--- src/rtl/clkdiv_pkg.sv ---
package clkdiv_pkg;
  // Default number of divided outputs (divide by 2 .. 2^N)
  localparam int unsigned DEFAULT_OUTS  = 3;
  // Default depth of the falling-edge reset-release chain
  localparam int unsigned DEFAULT_REL   = 2;
endpackage

--- src/rtl/clkdiv_run_gate.sv ---
// Falling-edge run control: captures the hold request and sequences the
// release from master reset, so that count enable changes only while the
// input clock is low.
module clkdiv_run_gate #(
  parameter int unsigned REL_DEPTH = clkdiv_pkg::DEFAULT_REL
) (
  input  logic clk_i,
  input  logic mr_i,
  input  logic hold_i,
  output logic count_en_o
);
  logic [REL_DEPTH-1:0] rel_q;
  logic                 run_q;

  // Release chain: all ones in reset, shifts zeros in on falling edges
  always_ff @(negedge clk_i or posedge mr_i) begin
    if (mr_i) rel_q <= '1;
    else      rel_q <= rel_q << 1;
  end

  // Hold capture on the falling edge only
  always_ff @(negedge clk_i or posedge mr_i) begin
    if (mr_i) run_q <= 1'b0;
    else      run_q <= ~hold_i;
  end

  assign count_en_o = run_q & ~rel_q[REL_DEPTH-1];
endmodule

--- src/rtl/clkdiv_downcount.sv ---
// Shared down-counter; every divided output is one of its bits.
module clkdiv_downcount #(
  parameter int unsigned WIDTH = clkdiv_pkg::DEFAULT_OUTS
) (
  input  logic             clk_i,
  input  logic             mr_i,
  input  logic             en_i,
  output logic [WIDTH-1:0] cnt_o
);
  localparam logic [WIDTH-1:0] ONE = {{(WIDTH-1){1'b0}}, 1'b1};

  always_ff @(posedge clk_i or posedge mr_i) begin
    if (mr_i)      cnt_o <= '0;
    else if (en_i) cnt_o <= cnt_o - ONE;
  end

  AST_RESET_CLEAR: assert property (@(posedge clk_i) mr_i |=> (cnt_o == '0));

  AST_STEP_DOWN: assert property (@(posedge clk_i) disable iff (mr_i)
    (cnt_o != $past(cnt_o)) |-> (cnt_o == $past(cnt_o) - ONE));
endmodule

--- src/rtl/pow2_clk_divider.sv ---
module pow2_clk_divider #(
  parameter int unsigned NUM_OUTS      = clkdiv_pkg::DEFAULT_OUTS,
  parameter int unsigned RELEASE_DEPTH = clkdiv_pkg::DEFAULT_REL
) (
  input  logic                clk_i,
  input  logic                hold_i,
  input  logic                mr_i,
  output logic [NUM_OUTS-1:0] div_o
);
  logic                count_en;
  logic [NUM_OUTS-1:0] cnt;

  clkdiv_run_gate #(.REL_DEPTH(RELEASE_DEPTH)) u_gate (
    .clk_i      (clk_i),
    .mr_i       (mr_i),
    .hold_i     (hold_i),
    .count_en_o (count_en)
  );

  clkdiv_downcount #(.WIDTH(NUM_OUTS)) u_cnt (
    .clk_i (clk_i),
    .mr_i  (mr_i),
    .en_i  (count_en),
    .cnt_o (cnt)
  );

  for (genvar k = 0; k < NUM_OUTS; k++) begin : g_out
    assign div_o[k] = cnt[k];
    if (k > 0) begin : g_align
      AST_EDGE_ALIGN: assert property (@(posedge clk_i) disable iff (mr_i)
        $rose(div_o[k]) |-> $rose(div_o[k-1]));
    end
  end

  AST_HOLD_FREEZE: assert property (@(negedge clk_i) disable iff (mr_i)
    hold_i |=> $stable(div_o));
endmodule

--- config.mk ---
export PLATFORM = sky130hd
export DESIGN_NAME = pow2_clk_divider
export DESIGN_NICKNAME = d
export VERILOG_FILES = /design/src/rtl/clkdiv_pkg.sv /design/src/rtl/clkdiv_run_gate.sv /design/src/rtl/clkdiv_downcount.sv /design/src/rtl/pow2_clk_divider.sv
export SDC_FILE = /design/constraint.sdc
export NUM_CORES = 1
export LEC_CHECK = 0
export ABC_AREA = 1
export BUFFER_PORTS_ARGS = -buffer_cell sky130_fd_sc_hd__buf_4
export CAP_MARGIN = 20
export CELL_PAD_IN_SITES_DETAIL_PLACEMENT = 0
export CELL_PAD_IN_SITES_GLOBAL_PLACEMENT = 1
export CORE_AREA = 2 2 39 41
export CTS_BUF_LIST = sky130_fd_sc_hd__clkbuf_2
export DETAILED_ROUTE_END_ITERATION = 8
export DIE_AREA = 0 0 41 43
export PLACE_DENSITY_LB_ADDON = 0.15
export SLEW_MARGIN = 20
export SYNTH_ARGS = -nofsm -noshare
export SYNTH_HDL_FRONTEND = slang
export SYNTH_SLANG_ARGS = --single-unit
export TNS_END_PERCENT = 20
--- constraint.sdc ---
create_clock -name clk_i -period 1.3 [get_ports clk_i]
set_clock_uncertainty 0.2 [all_clocks]
set_input_delay 0.065 -clock clk_i [delete_from_list [all_inputs] [get_ports clk_i]]
set_output_delay 0.065 -clock clk_i [all_outputs]
set_load 0.05 [all_outputs]
==> results.md <==
Placement:
- Detailed placement finished with a half-perimeter wire length of 311.6 microns.
- The total of buffers placed on input and output ports is 5.
- The cell count after placement is 47.
- The placed standard-cell area is 306.5 sq um.
- The final weighted congestion in routability-driven placement is 0.5827.

Critical path:
- In this run the worst path has a maximum fanout of 4.
- The delay of the slowest cell on the worst path is 510 ps.
- Together, buffers and inverters on the worst path number 1.
- On the critical path the largest part of the delay comes from flip-flops.
- The worst setup path is captured at a register.
- The type of the setup path with the least slack is reg -> reg.
- STA classifies the critical path startpoint as a register.
- Counting cells, the worst reg-to-reg path comes to 4.
- STA puts the critical path data required time at 1240 ps.
- STA puts the critical path data arrival time at 1640 ps.
- Walking the worst path, the cells encountered are inv_2, nand2_2, nand2_1, o21ai_1.
- On the critical path, the stage with the largest delay is an instance of dfstp_2.
- Counting buffers and inverters, the worst setup path is 4 cells deep.

Detailed routing:
- The detailed-route via count is 189.
- In this run, the number of DRC markers left after iteration 0 of detailed routing was 0.
- The count of nets left with antenna violations once routing finished came out at 0.
- The post-detailed-route wirelength per cell is 6.574 microns.
- Summed over all layers, the routed wires come to 355 microns.
- Using the TritonRoute via totals, the vias-per-cell ratio works out to 3.500.
- The length of the first detailed-routing pass in iterations is 1.
- In the routed design, unresolved DRC markers number 0.

Power and ir drop:
- For this design the ratio of total power to cell area is 1941 nW/um^2.
- The maximum ir drop on the vdd rail is 0.0003996 V.
- The design draws 684.8 uW.
- The static leakage is 0.2052 nW.

Die:
- The floorplan step defined a die boundary enclosing 1763 sq um.
- The floorplan core area is 1384 sq um.
- The die height is 43 microns.
- The initial cell density of the core is 17.45%.
- For this design the top-level I/O count stands at 6.
- In this run the horizontal extent of the chip is 41 microns.
- Row generation in the floorplan step produced 14 rows.

Yosys:
- The distinct cell type count of the synthesized netlist is 11.
- During synthesis, Yosys emitted a total of 0 warnings.
- The synthesized design contains 6 register bits.
- The synthesized instance count is 25.
- Synthesis produced a netlist with a net count of 29.
- In this run the cell area of the synthesized design comes to 241.5 sq um.
- The share of synthesized area occupied by flip-flops and latches is 63.21%.
- Averaged over all synthesized cells, the footprint is 9.659 sq um.

Clocking:
- The number of setup buffers added after CTS is 0.
- The TritonCTS clock tree is built.
- The clock transition at the registers of the reported paths is 60 ps.
- The number of H-tree levels is 1.
- No sink is reached through more buffers than the 2 on the longest clock path.
- Counting every sink on the clock net gives 6.
- Clock tree synthesis inserted a total of 3 buffers.
- The clock latency reported for the late side of the worst-skew pair is 250 ps.
- The clock tree root buffer cell is clkbuf_2.

Layout:
- In the layout the commonest cells are 7 x inv_1, 6 x buf_4, 5 x nand2_1.
- Across the whole layout, storage elements account for 152.6 sq um.
- Fill cells in the final layout number 149.
- The multi-input combinational cells in the finished layout cover a total of 62.56 sq um.
- The final net count is 43.
- The count of antenna diodes in the layout is 0.
- For this run, the share of the core covered by cells in the final layout is 25.50%.
- The relative area change from synthesis to final layout is 46.11%.
- Cells with a size suffix above 1 make up 36.84% of the layout.
- The number of cells in the finished layout apart from fillers is 54.
- The library cell used most frequently in the layout, excluding fill and tap cells, is inv_1.
- The final design area excluding fillers is 352.8 sq um.

Global route:
- The number of antenna violations at the first check in global routing is 0.
- The global-route usage over all layers is 5.870%.
- The maximum number of pins on one net before global-route repair is 5.
- The via count of the first global-routing pass is 181.
- The first global-routing pass estimated 621 microns of wire.
- The total overflow left after global routing is 0.

STA:
- The final hold violation count came to 0.
- Setup repair after global routing could not meet its margin everywhere.
- The number of max-slew violations in the final report came to 0.
- The number of endpoints failing setup at the final stage is 4.
- The worst hold margin is 155.3 ps.
- The setup slack after layout is -396.8 ps.

Hold path:
- Counting instances, the worst hold path has a depth of 0.
- The tightest min-delay check is of the reg -> reg type.

Job:
- The number of violations of the max-capacitance limit is 0.

Status:
- The checks that failed: setup timing.
- The run finished, with violations left.
[area by class of cell]
cell class	count	share of cell area, %
multi-input combinational	12	17.73
clock buffer	4	5.674
sequential	6	43.26
inverter	6	6.383
tap	16	5.674
clock inverter	2	2.128
timing repair buffer	8	19.15
[power breakdown]
part / total, mW / switching (mW) / internal, mW
Combinational: 0.262 / 0.177 / 0.0851
Clock: 0.166 / 0.0761 / 0.0897
Sequential: 0.257 / 0.0279 / 0.229
[stage by stage]
stage | TNS, ps | worst slack, ps
2_1_floorplan | -992.8 | -343.6
3_3_place_gp | -1069 | -365.3
3_5_place_dp | -1075 | -370.5
4_1_cts | -1196 | -410.7
5_1_grt | -1547 | -459.1
6_report | -1339 | -396.8
[repair_timing]
action                                  in CTS  in global routing
resized for setup                            0                  1
endpoints found under the setup margin       3                  4
endpoints found under the hold margin        3                  3
hold buffers                                 1                  1
[path summary, 6_finish.rpt]
path                                  from         endpoint  slack, ps
min reg2reg                u_gate.rel_q[0]  u_gate.rel_q[1]        160
max reg2reg                u_gate.rel_q[1]   u_cnt.cnt_o[1]       -400
min in group asynchronous             mr_i   u_cnt.cnt_o[2]        270
max in group asynchronous             mr_i     u_gate.run_q       -190
max                        u_gate.rel_q[1]   u_cnt.cnt_o[1]       -400
min                        u_gate.rel_q[0]  u_gate.rel_q[1]        160
[synthesized netlist by cell type]
master | n | area share (%)
inv_1 | 7 | 11
nand2_1 | 5 | 7.8
dfrtp_1 | 3 | 31
dfstp_2 | 2 | 22
nand3_1 | 2 | 4.1
conb_1 | 1 | 1.6
dfrtn_1 | 1 | 10
ha_1 | 1 | 5.2
nand2_2 | 1 | 2.6
nand4_1 | 1 | 2.6
o21ai_1 | 1 | 2.1
[kinds of logic after synthesis]
group | Yosys count | share of synthesized area, %
buffers and inverters | 7 | 10.88
adder cells (fa/ha/maj) | 1 | 5.181
AO/OA/AOI/OAI | 1 | 2.071
other | 1 | 1.553
flip-flops | 6 | 63.21
AND/OR/NAND/NOR | 9 | 17.10
[state kept, by name, indices dropped and copies added (netlist names)]
signal,flops
u_cnt.cnt_o,3
u_gate.rel_q,2
u_gate.run_q,1
[worst reg2reg max path, cell delays in order, from the launching register on]
cell	delay, ps
dfstp_2	510
inv_2	50
nand2_2	70
nand2_1	50
o21ai_1	70
[metal layers]
metal	share of wire (%)	track usage (%)	vias to the layer above
li1	-	-	97
met1	41	4.950	88
met2	53	7.813	4
met3	5.9	3.141	0
met4	0	8.000	0
met5	0	0	-
Power figures use the tool's default switching activity.
